$ cat src/rtl/nil_pkg.sv
package nil_pkg;

  typedef enum logic [2:0] {
    S_IDLE,
    S_CHK_REQ,
    S_CHK_RD,
    S_CHK_EVAL,
    S_PG_REQ,
    S_PG_XFER,
    S_STEP
  } nil_state_e;

endpackage

$ cat src/rtl/nil_geom.sv
// Splits the load offset and length into block and page indices.
// All geometry sizes are powers of two, so the divides are plain shifts.
module nil_geom #(
  parameter int PG_SH  = 4,
  parameter int PG_W   = 2,
  parameter int OFS_W  = 10,
  parameter int SIZE_W = 11,
  parameter int BC_W   = 6
) (
  input  logic [OFS_W-1:0]  ofs,
  input  logic [SIZE_W-1:0] len,
  output logic [BC_W-1:0]   first_blk,
  output logic [BC_W-1:0]   last_blk,
  output logic [PG_W-1:0]   start_pg,
  output logic              aligned,
  output logic              len_zero
);
  localparam int BLK_SH = PG_SH + PG_W;
  localparam int END_W  = SIZE_W + 1;

  logic [END_W-1:0] end_byte;

  always_comb begin
    end_byte  = END_W'(ofs) + END_W'(len) - END_W'(1);
    first_blk = BC_W'(ofs >> BLK_SH);
    last_blk  = BC_W'(end_byte >> BLK_SH);
    start_pg  = ofs[BLK_SH-1:PG_SH];
    aligned   = (ofs[PG_SH-1:0] == '0);
    len_zero  = (len == '0);
  end

endmodule

$ cat src/rtl/nil_stream.sv
// Page streamer: issues one strobe per bus word and forwards each returned
// word to the destination write port at a running byte address.
module nil_stream #(
  parameter int BUS_W  = 8,
  parameter int ADDR_W = 16,
  parameter int WPP    = 16,
  parameter int STEP   = 1
) (
  input  logic              clk,
  input  logic              rst_n,
  input  logic              ld,
  input  logic [ADDR_W-1:0] ld_addr,
  input  logic              go,
  input  logic [BUS_W-1:0]  rd_data,
  output logic              rd_en,
  output logic              mem_we,
  output logic [ADDR_W-1:0] mem_addr,
  output logic [BUS_W-1:0]  mem_wdata,
  output logic              fin
);
  localparam int CNT_W = $clog2(WPP + 1);

  logic              rd_q,   rd_d;
  logic [CNT_W-1:0]  icnt_q, icnt_d;
  logic              cap_q,  cap_d;
  logic [CNT_W-1:0]  wcnt_q, wcnt_d;
  logic [ADDR_W-1:0] wptr_q, wptr_d;
  logic              we_q,   we_d;
  logic [ADDR_W-1:0] addr_q, addr_d;
  logic [BUS_W-1:0]  wdat_q, wdat_d;
  logic              fin_q,  fin_d;

  always_comb begin
    rd_d   = rd_q;
    icnt_d = icnt_q;
    if (go) begin
      rd_d   = 1'b1;
      icnt_d = '0;
    end else if (rd_q) begin
      icnt_d = icnt_q + CNT_W'(1);
      if (icnt_q == CNT_W'(WPP - 1)) rd_d = 1'b0;
    end

    cap_d  = rd_q;
    we_d   = cap_q;
    addr_d = addr_q;
    wdat_d = wdat_q;
    if (cap_q) begin
      addr_d = wptr_q;
      wdat_d = rd_data;
    end

    wptr_d = wptr_q;
    if (ld)         wptr_d = ld_addr;
    else if (cap_q) wptr_d = wptr_q + ADDR_W'(STEP);

    wcnt_d = wcnt_q;
    if (go)         wcnt_d = '0;
    else if (cap_q) wcnt_d = wcnt_q + CNT_W'(1);

    fin_d = cap_q && (wcnt_q == CNT_W'(WPP - 1));
  end

  always_ff @(posedge clk or negedge rst_n) begin
    if (!rst_n) begin
      rd_q   <= 1'b0;
      icnt_q <= '0;
      cap_q  <= 1'b0;
      wcnt_q <= '0;
      wptr_q <= '0;
      we_q   <= 1'b0;
      addr_q <= '0;
      wdat_q <= '0;
      fin_q  <= 1'b0;
    end else begin
      rd_q   <= rd_d;
      icnt_q <= icnt_d;
      cap_q  <= cap_d;
      wcnt_q <= wcnt_d;
      wptr_q <= wptr_d;
      we_q   <= we_d;
      addr_q <= addr_d;
      wdat_q <= wdat_d;
      fin_q  <= fin_d;
    end
  end

  assign rd_en     = rd_q;
  assign mem_we    = we_q;
  assign mem_addr  = addr_q;
  assign mem_wdata = wdat_q;
  assign fin       = fin_q;

  // back-to-back writes sit on consecutive word addresses
  a_r5_addr_step: assert property (@(posedge clk) disable iff (!rst_n)
    (mem_we && $past(mem_we)) |-> (mem_addr == $past(mem_addr) + ADDR_W'(STEP)));

  // every write follows a strobe two cycles earlier
  a_r5_we_after_rd: assert property (@(posedge clk) disable iff (!rst_n)
    mem_we |-> $past(rd_en, 2));

endmodule

$ cat src/rtl/nil_ctrl.sv
// Block walker: marker check, page sequencing, range extension, completion.
module nil_ctrl
  import nil_pkg::*;
#(
  parameter int BUS_W      = 8,
  parameter int PG_W       = 2,
  parameter int DBLK_W     = 4,
  parameter int BC_W       = 6,
  parameter int NUM_BLOCKS = 16,
  parameter int COL_W      = 8,
  parameter int MARK_WCOL  = 0
) (
  input  logic                   clk,
  input  logic                   rst_n,
  input  logic                   start,
  input  logic                   aligned,
  input  logic                   len_zero,
  input  logic [BC_W-1:0]        first_blk,
  input  logic [BC_W-1:0]        last_blk,
  input  logic [PG_W-1:0]        start_pg,
  input  logic                   seq_done,
  input  logic [BUS_W-1:0]       rd_data,
  input  logic                   xfer_fin,
  output logic                   seq_req,
  output logic                   seq_spare,
  output logic [DBLK_W+PG_W-1:0] seq_row,
  output logic [COL_W-1:0]       seq_col,
  output logic                   chk_rd,
  output logic                   xfer_go,
  output logic                   accept,
  output logic                   busy,
  output logic                   done,
  output logic                   fault
);
  nil_state_e      st_q, st_d;
  logic [BC_W-1:0] blk_q, blk_d;
  logic [BC_W-1:0] last_q, last_d;
  logic [PG_W-1:0] pg_q, pg_d;
  logic            flt_q, flt_d;
  logic            dn_q, dn_d;
  logic [BC_W-1:0] blk_nx;
  logic            mark_ok;

  assign blk_nx  = blk_q + BC_W'(1);
  assign mark_ok = &rd_data;

  always_comb begin
    st_d   = st_q;
    blk_d  = blk_q;
    last_d = last_q;
    pg_d   = pg_q;
    flt_d  = flt_q;
    dn_d   = 1'b0;
    unique case (st_q)
      S_IDLE: begin
        if (start) begin
          if (!aligned) begin
            flt_d = 1'b1;
          end else if (len_zero) begin
            dn_d  = 1'b1;
            flt_d = 1'b0;
          end else begin
            blk_d  = first_blk;
            last_d = last_blk;
            pg_d   = start_pg;
            flt_d  = 1'b0;
            st_d   = S_CHK_REQ;
          end
        end
      end
      S_CHK_REQ: if (seq_done) st_d = S_CHK_RD;
      S_CHK_RD:  st_d = S_CHK_EVAL;
      S_CHK_EVAL: begin
        if (mark_ok) begin
          st_d = S_PG_REQ;
        end else begin
          last_d = last_q + BC_W'(1);
          st_d   = S_STEP;
        end
      end
      S_PG_REQ: if (seq_done) st_d = S_PG_XFER;
      S_PG_XFER: begin
        if (xfer_fin) begin
          if (&pg_q) begin
            pg_d = '0;
            st_d = S_STEP;
          end else begin
            pg_d = pg_q + PG_W'(1);
            st_d = S_PG_REQ;
          end
        end
      end
      S_STEP: begin
        blk_d = blk_nx;
        if (blk_nx > last_q) begin
          dn_d = 1'b1;
          st_d = S_IDLE;
        end else if (blk_nx == BC_W'(NUM_BLOCKS)) begin
          dn_d  = 1'b1;
          flt_d = 1'b1;
          st_d  = S_IDLE;
        end else begin
          st_d = S_CHK_REQ;
        end
      end
      default: st_d = S_IDLE;
    endcase
  end

  always_ff @(posedge clk or negedge rst_n) begin
    if (!rst_n) begin
      st_q   <= S_IDLE;
      blk_q  <= '0;
      last_q <= '0;
      pg_q   <= '0;
      flt_q  <= 1'b0;
      dn_q   <= 1'b0;
    end else begin
      st_q   <= st_d;
      blk_q  <= blk_d;
      last_q <= last_d;
      pg_q   <= pg_d;
      flt_q  <= flt_d;
      dn_q   <= dn_d;
    end
  end

  always_comb begin
    seq_req   = (st_q == S_CHK_REQ) || (st_q == S_PG_REQ);
    seq_spare = (st_q == S_CHK_REQ);
    seq_row   = {blk_q[DBLK_W-1:0], (st_q == S_PG_REQ) ? pg_q : PG_W'(0)};
    seq_col   = seq_spare ? COL_W'(MARK_WCOL) : '0;
    chk_rd    = (st_q == S_CHK_RD);
    xfer_go   = (st_q == S_PG_REQ) && seq_done;
    accept    = (st_q == S_IDLE) && start && aligned && !len_zero;
    busy      = (st_q != S_IDLE);
    done      = dn_q;
    fault     = flt_q;
  end

  // request held until acknowledged
  a_r12_req_hold: assert property (@(posedge clk) disable iff (!rst_n)
    (seq_req && !seq_done) |=> seq_req);

  // request withdrawn right after acknowledge
  a_r12_req_drop: assert property (@(posedge clk) disable iff (!rst_n)
    (seq_req && seq_done) |=> !seq_req);

  // completion pulse only while not busy, and every end of busy has one
  a_r8_done_idle: assert property (@(posedge clk) disable iff (!rst_n)
    done |-> !busy);
  a_r8_fall_done: assert property (@(posedge clk) disable iff (!rst_n)
    $fell(busy) |-> done);

  // misaligned start faults and stays idle
  a_r9_misalign: assert property (@(posedge clk) disable iff (!rst_n)
    (start && !busy && !aligned) |=> (fault && !busy && !seq_req));

  // zero length completes at once
  a_r10_zero_len: assert property (@(posedge clk) disable iff (!rst_n)
    (start && !busy && aligned && len_zero) |=> (done && !busy));

endmodule

$ cat src/rtl/nand_image_loader.sv
module nand_image_loader #(
  parameter int BUS_W           = 8,
  parameter int PAGE_BYTES      = 16,
  parameter int PAGES_PER_BLOCK = 4,
  parameter int NUM_BLOCKS      = 16,
  parameter int COL_W           = 8,
  parameter int MARK_COL        = 0,
  parameter int ADDR_W          = 16,
  localparam int BPW    = BUS_W / 8,
  localparam int WPP    = PAGE_BYTES / BPW,
  localparam int PG_SH  = $clog2(PAGE_BYTES),
  localparam int PG_W   = $clog2(PAGES_PER_BLOCK),
  localparam int DBLK_W = $clog2(NUM_BLOCKS),
  localparam int OFS_W  = PG_SH + PG_W + DBLK_W,
  localparam int SIZE_W = OFS_W + 1,
  localparam int BC_W   = DBLK_W + 2,
  localparam int ROW_W  = DBLK_W + PG_W
) (
  input  logic              clk,
  input  logic              rst_n,
  input  logic              start,
  input  logic [OFS_W-1:0]  load_ofs,
  input  logic [SIZE_W-1:0] load_len,
  input  logic [ADDR_W-1:0] dst_base,
  output logic              busy,
  output logic              done,
  output logic              fault,
  output logic              seq_req,
  output logic              seq_spare,
  output logic [ROW_W-1:0]  seq_row,
  output logic [COL_W-1:0]  seq_col,
  input  logic              seq_done,
  output logic              rd_en,
  input  logic [BUS_W-1:0]  rd_data,
  output logic              mem_we,
  output logic [ADDR_W-1:0] mem_addr,
  output logic [BUS_W-1:0]  mem_wdata
);
  logic [BC_W-1:0] first_blk, last_blk;
  logic [PG_W-1:0] start_pg;
  logic            aligned, len_zero;
  logic            chk_rd, xfer_go, accept, xfer_fin, st_rd;

  nil_geom #(
    .PG_SH (PG_SH),
    .PG_W  (PG_W),
    .OFS_W (OFS_W),
    .SIZE_W(SIZE_W),
    .BC_W  (BC_W)
  ) u_geom (
    .ofs      (load_ofs),
    .len      (load_len),
    .first_blk(first_blk),
    .last_blk (last_blk),
    .start_pg (start_pg),
    .aligned  (aligned),
    .len_zero (len_zero)
  );

  nil_ctrl #(
    .BUS_W     (BUS_W),
    .PG_W      (PG_W),
    .DBLK_W    (DBLK_W),
    .BC_W      (BC_W),
    .NUM_BLOCKS(NUM_BLOCKS),
    .COL_W     (COL_W),
    .MARK_WCOL (MARK_COL / BPW)
  ) u_ctrl (
    .clk      (clk),
    .rst_n    (rst_n),
    .start    (start),
    .aligned  (aligned),
    .len_zero (len_zero),
    .first_blk(first_blk),
    .last_blk (last_blk),
    .start_pg (start_pg),
    .seq_done (seq_done),
    .rd_data  (rd_data),
    .xfer_fin (xfer_fin),
    .seq_req  (seq_req),
    .seq_spare(seq_spare),
    .seq_row  (seq_row),
    .seq_col  (seq_col),
    .chk_rd   (chk_rd),
    .xfer_go  (xfer_go),
    .accept   (accept),
    .busy     (busy),
    .done     (done),
    .fault    (fault)
  );

  nil_stream #(
    .BUS_W (BUS_W),
    .ADDR_W(ADDR_W),
    .WPP   (WPP),
    .STEP  (BPW)
  ) u_stream (
    .clk      (clk),
    .rst_n    (rst_n),
    .ld       (accept),
    .ld_addr  (dst_base),
    .go       (xfer_go),
    .rd_data  (rd_data),
    .rd_en    (st_rd),
    .mem_we   (mem_we),
    .mem_addr (mem_addr),
    .mem_wdata(mem_wdata),
    .fin      (xfer_fin)
  );

  assign rd_en = chk_rd | st_rd;

  // marker strobe and page strobes never overlap
  a_r2_one_reader: assert property (@(posedge clk) disable iff (!rst_n)
    !(chk_rd && st_rd));

  // no strobe or write while idle
  a_r8_quiet_idle: assert property (@(posedge clk) disable iff (!rst_n)
    (!busy && !$past(busy)) |-> (!rd_en && !seq_req));

endmodule

$ cat config.mk
export PLATFORM = sky130hd
export DESIGN_NAME = nand_image_loader
export DESIGN_NICKNAME = d
export VERILOG_FILES = /design/src/rtl/nil_pkg.sv /design/src/rtl/nil_geom.sv /design/src/rtl/nil_stream.sv /design/src/rtl/nil_ctrl.sv /design/src/rtl/nand_image_loader.sv
export SDC_FILE = /design/constraint.sdc
export NUM_CORES = 1
export LEC_CHECK = 0
export ABC_AREA = 1
export BUFFER_PORTS_ARGS = -buffer_cell sky130_fd_sc_hd__buf_2
export CAP_MARGIN = 20
export CORE_MARGIN = 2
export CORE_UTILIZATION = 32
export DETAILED_ROUTE_END_ITERATION = 10
export PLACE_DENSITY = 0.55
export SLEW_MARGIN = 10
export SYNTH_ARGS = -nofsm -noshare
export SYNTH_HDL_FRONTEND = slang
export SYNTH_SLANG_ARGS = --single-unit
export TNS_END_PERCENT = 5
$ cat constraint.sdc
create_clock -name clk -period 2.2 [get_ports clk]
set_clock_uncertainty 0.05 [all_clocks]
set_input_delay 0.22 -clock clk [delete_from_list [all_inputs] [get_ports clk]]
set_output_delay 0.22 -clock clk [all_outputs]
set_load 0.02 [all_outputs]
# Yosys cells after proc, flatten, opt, wreduce, memory -nomap -nowiden
# Cells that the tools add are included.
[totals]
register_bits = 73
in_bits = 49
[op_classes]
addsub = 8
magnitude_cmp = 1
eq_ne = 18
mux = 47
bitwise = 1
reduce_logical = 24
[ops]
columns = ["op", "n"]
rows = [
  ["2-to-1 mux 6 bit", 7],
  ["2-to-1 mux 16 bit", 2],
  ["one-hot mux 6 bit (2 select lines)", 2],
  ["2-to-1 mux 3 bit", 7],
  ["one-hot mux 3 bit (7 select lines)", 1],
  ["2-to-1 mux 5 bit", 4],
  ["adder 16 x 1 -> 16 bit (second input constant)", 1],
  ["2-to-1 mux 2 bit", 8],
  ["2-to-1 mux 1 bit", 13],
  ["adder 10 x 11 -> 12 bit", 1],
  ["adder 6 x 1 -> 6 bit (second input constant)", 2],
  ["nonzero test 2 bit", 6],
  ["subtractor 12 x 1 -> 12 bit (second input constant)", 1],
  ["zero test 11 bit", 1],
  ["adder 5 x 1 -> 5 bit (second input constant)", 2],
  ["equality test 5 x 4 -> 1 bit (second input constant)", 2],
  ["inequality test 2 bit (second input constant)", 5],
  ["AND reduction 5 bit", 2],
  ["equality test 3 bit (second input constant)", 3],
  ["inequality test 2 x 1 -> 1 bit (second input constant)", 4],
  ["AND reduction 4 bit", 2],
  ["AND reduction 8 bit", 1],
  ["equality test 3 x 2 -> 1 bit (second input constant)", 2],
  ["equality test 6 x 5 -> 1 bit (second input constant)", 1],
  ["14 further kinds", 19],
]

# Depth between registers and ports, before layout
[logic_depth]
word_depth = 6
depth_mapped = 13
mapped_depth_nobuf = 13

# Modules after synthesis
# From an unflattened synthesis, not the netlist that was laid out.
[unflattened]
hier_cells = 680
area_unflattened_um2 = 4994.8
[modules_own_cells]
columns = ["module", "instances", "cells_each", "area_per_inst_um2", "seq_area_each_um2"]
rows = [
  ["nil_stream", 1, 306, 2575.0, 1351.3],
  ["nil_ctrl", 1, 225, 1591.5, 475.5],
  ["nil_geom", 1, 146, 817.0, 0.0],
  ["nand_image_loader", 1, 3, 11.3, 0.0],
]

# Worst setup path before layout
# No wires, ideal clock.
[synth_path]
path_kind = "register to register"
start = "register u_ctrl.blk_q[0]"
end = "register u_ctrl.dn_q, in the netlist u_ctrl.done"
setup_ns = 0.078
t_arrival_ns = 1.945
required_ns = 2.072
slack_ns = 0.127
stages_incl_launch_ff = 13
n_path_buf = 0
synth_period_minus_slack_ns = 2.073
path_cell_list = "dfrtp_1 > ha_1 > nand2_1 > o21ai_0 > inv_1 > ha_1 > nand2_1 > nor2_1 > o21ai_0 > o211ai_1 > nand2_1 > a21oi_1 > o21bai_1"
[synth_between]
elab_chain_len = 5
[synth_rtl]
columns = ["item", "line_no", "rtl"]
rows = [
  ["start, declared", "nil_ctrl.sv:36", "logic [BC_W-1:0] blk_q, blk_d;"],
  ["start signal, assigned", "nil_ctrl.sv:120", "blk_q <= blk_d;"],
  ["adder 6 x 1 -> 6 bit *", "nil_ctrl.sv:44", "assign blk_nx = blk_q + BC_W'(1);"],
  ["branches (longest 2 deep; another with > comparator 6 bit)", "--", ""],
  ["2-to-1 mux 1 bit *", "nil_ctrl.sv:95", "if (blk_nx > last_q) begin"],
  ["one-hot mux 1 bit (2 select lines) *", "nil_ctrl.sv:54", "unique case (st_q)"],
  ["net u_ctrl.dn_d", "nil_ctrl.sv:40", "logic dn_q, dn_d;"],
  ["end signal, assigned", "nil_ctrl.sv:124", "dn_q <= dn_d;"],
  ["end, declared", "nil_ctrl.sv:40", ""],
]
# Mark *: on every way through the listed nets, which the timed path passes.
# A chain may end at the register's enable or synchronous reset.

# Final worst setup path
# Same ends and word-level chain as after synthesis.

==> results_dict.tcl <==
set metrics [dict create \
    outcome "finished clean" \
    tritoncts "built" \
    drv_slew 0 \
    grt_pass1_wl_um 19300 \
    seq_area_frac_synth 0.384 \
    synthSimpleGateAreaFrac 0.266 \
    antenna_found_initial 0 \
    clk_path_buf_depth 2 \
    synth_adder_area_share 0.0841 \
    drive_above_1_share 0.202 \
    critPathBufInv 1 \
    leakagePower_nw 3.13 \
    synth-xor-area-share 0.0368 \
    critPathTopFamily "compound AO/OA/AOI/OAI gates" \
    worst-path-stages 13 \
    numClockSinks 73 \
    route.met2.wl_um 5410 \
    final_antenna_net_count 0 \
    synthMuxAreaShare 0 \
    track_usage 0.150 \
    cp_slowest_cell "dfrtp_1" \
    startpoint_type "register" \
    drt_pass1_iterations 4 \
    setup_viol 0 \
    crit_arrival_ns 2.24 \
    syn_avg_cell_area_sq_um 7.42 \
    syn2layout_area_growth_pct 20.9 \
    dp.cells 905 \
    fin_setup_tns_ns 0 \
    crit_chain "ha_2 > nand2_2 > o21ai_1 > o21ai_2 > inv_1 > ha_1 > nand2_1 > nor2_1 > o21ai_1 > o211ai_1 > nand2_1 > a21oi_2 > o21bai_1" \
    htree_levels 3 \
    reg2reg_to "u_ctrl.done$_DFF_PN0_" \
    routedWlPerCell_um 12.2 \
    start_util 0.328 \
    period_needed_ns 2.04 \
    pin_count 94 \
    hp-class "in -> reg" \
    synth_compound_area_frac 0.106 \
    synth.top_cell.area_share 0.384 \
    netlist_instances 642 \
    cp.required_ns 2.41 \
    highest_layer "met4" \
    num_rows 44 \
    die-area_sq_um 15900 \
    reg2reg_from "u_ctrl.blk_q[0]$_DFFE_PN0P_" \
    wl_met1_um 5290 \
    stdcell_count 925 \
    reg2reg_depth 13 \
    synth_area_leaders "dfrtp_1, nand2_1, ha_1, inv_1, nor2_1" \
    final-hold-violation-count 0 \
    gp_congestion 0.800 \
    yosys.cell_types.count 42 \
    cp-endpoint "u_ctrl.done$_DFF_PN0_" \
    netlist_area_sq_um 4760 \
    via_per_inst 4.46 \
    cts_buffers 9 \
    setup_slack_ns 0.163 \
    synth_area_leader_cell "dfrtp_1" \
    ys_warn_count 0 \
    chipHeight_um 126 \
    irDropWorstVdd_v 0.000587 \
    cp-end-kind "register" \
    port_buffers 85 \
    yosys-top-cells-count "nand2_1, inv_1, dfrtp_1" \
    fill_cells 1520 \
    timing.hold.ws_ns 0.0440 \
    core_sq_um 14500 \
    clock_latency_ns 0.34 \
    rrSetupSlack_ns 0.16 \
    vias 4125 \
    criticalPathCategory "reg -> reg" \
    dr.first_iter.drc_count 257 \
    cp_max_fo 3 \
    crit_start "u_ctrl.blk_q[0]$_DFFE_PN0P_" \
    place_hpwl_um 8650 \
    finalPower_mw 7.19 \
    overflow 0 \
    wl_met3_um 536 \
    grt_pass1_vias 4035 \
    drc_errors 0 \
    cp_slowest_stage_delay_ns 0.41 \
    nets 818 \
    ys_ff_latch 73 \
    power.density_nw_per_um2 1250 \
    wl_um 11300 \
    synth_top_family_by_area "simple AND/OR/NAND/NOR gates" \
    ys.flop_type "dfrtp_1" \
    die_x_um 126 \
    drv_cap 0 \
    cts_root_buf "clkbuf_16" \
    num_antenna_cells 0 \
    place_ws_ns 0.0211 \
    synthArstFlopShare 1.00 \
    synth-edff-count 0 \
    fmaxAchievable_mhz 491 \
    path_clk_slew_ns 0.07 \
    period_share 0.926 \
    grt_start_max_net_pins 32 \
    synth_most_common_cell "nand2_1" \
]
[kinds of logic after synthesis]
logic type | after synthesis
buffers and inverters | 138
other | 1
AO/OA/AOI/OAI | 89
flip-flops | 73
adder cells (fa/ha/maj) | 32
AND/OR/NAND/NOR | 289
XOR/XNOR | 20
[layout by cell type (no fill, tap or decap), types with 5 or more instances in the layout]
cell / instances
buf_4: 16
xor2_1: 16
nand4_1: 6
o21ai_1: 14
ha_1: 30
a21oi_1: 21
nor2_1: 49
inv_1: 105
inv_2: 7
o22ai_1: 5
conb_1: 8
nand3_1: 29
o21ai_0: 32
clkbuf_16: 9
nand2_1: 174
buf_2: 84
nor3_1: 11
dfrtp_1: 72
o211ai_1: 5
[registers in the layout, indices dropped and copies added, names as in the netlist, 2 cells and up]
| signal | cells |
|---|---|
| u_stream.mem_wdata | 8 |
| u_stream.icnt_q | 5 |
| u_ctrl.pg_q | 2 |
| u_ctrl.last_q | 6 |
| u_ctrl.st_q | 3 |
| u_stream.wptr_q | 16 |
| u_stream.mem_addr | 16 |
| u_stream.wcnt_q | 5 |
| u_ctrl.blk_q | 6 |
[worst min-delay path by stage]
stage | slack, ns | endpoint | from | cells after the start
2_1_floorplan | -0.13 | u_ctrl.blk_q[0]$_DFFE_PN0P_ | rst_n | 0
3_3_place_gp | 0.10 | u_ctrl.last_q[2]$_DFFE_PN0P_ | rst_n | 1
3_5_place_dp | 0.1 | u_ctrl.last_q[2]$_DFFE_PN0P_ | rst_n | 1
4_1_cts | 0.04 | u_stream.wptr_q[2]$_DFFE_PN0P_ | dst_base[2] | 3
5_1_grt | 0.04 | u_stream.wptr_q[2]$_DFFE_PN0P_ | dst_base[2] | 3
6_report | 0.04 | u_stream.wptr_q[8]$_DFFE_PN0P_ | dst_base[8] | 3
[power by group]
| group | internal [mW] | switching (mW) |
|---|---|---|
| clock network | 0.854 | 0.570 |
| registers | 1.94 | 0.460 |
| logic | 1.25 | 2.12 |
| total | 4.04 | 3.16 |
[per-stage QoR]
stage | utilization | instance area (sq um)
after floorplan | - | 4790
after global placement | 0.371 | 5390
after detailed placement | 0.371 | 5390
after CTS | 0.391 | 5690
after global routing | 0.396 | 5760
final | 0.396 | 5760
[repair_timing]
action                                 in CTS  in global routing
setup endpoints to repair                   0                  3
gates resized for setup                     0                 13
setup buffers                               0                  4
hold buffers                                1                  0
endpoints found under the hold margin      20                  0
[layer usage]
layer  track usage  up-vias
li1              -     2191
met1         0.201     1845
met2         0.248       85
met3        0.0382        4
met4        0.0265        0
met5             0        -
[final cells by class]
cell class	instances	area, sq um	area share
Multi-Input combinational cell	438	2420	0.420
Sequential cell	73	1830	0.317
Timing Repair Buffer	102	571	0.0990
Clock inverter	3	23.8	0.00413
Inverter	113	424	0.0736
Clock buffer	12	267	0.0463
Tap cell	184	230	0.0400
[tightest hold or removal path: stages]
cell     delay [ns]
buf_2          0.07
o21ai_1        0.06
inv_1          0.04
Note: power is estimated with default switching activity, not from simulation.
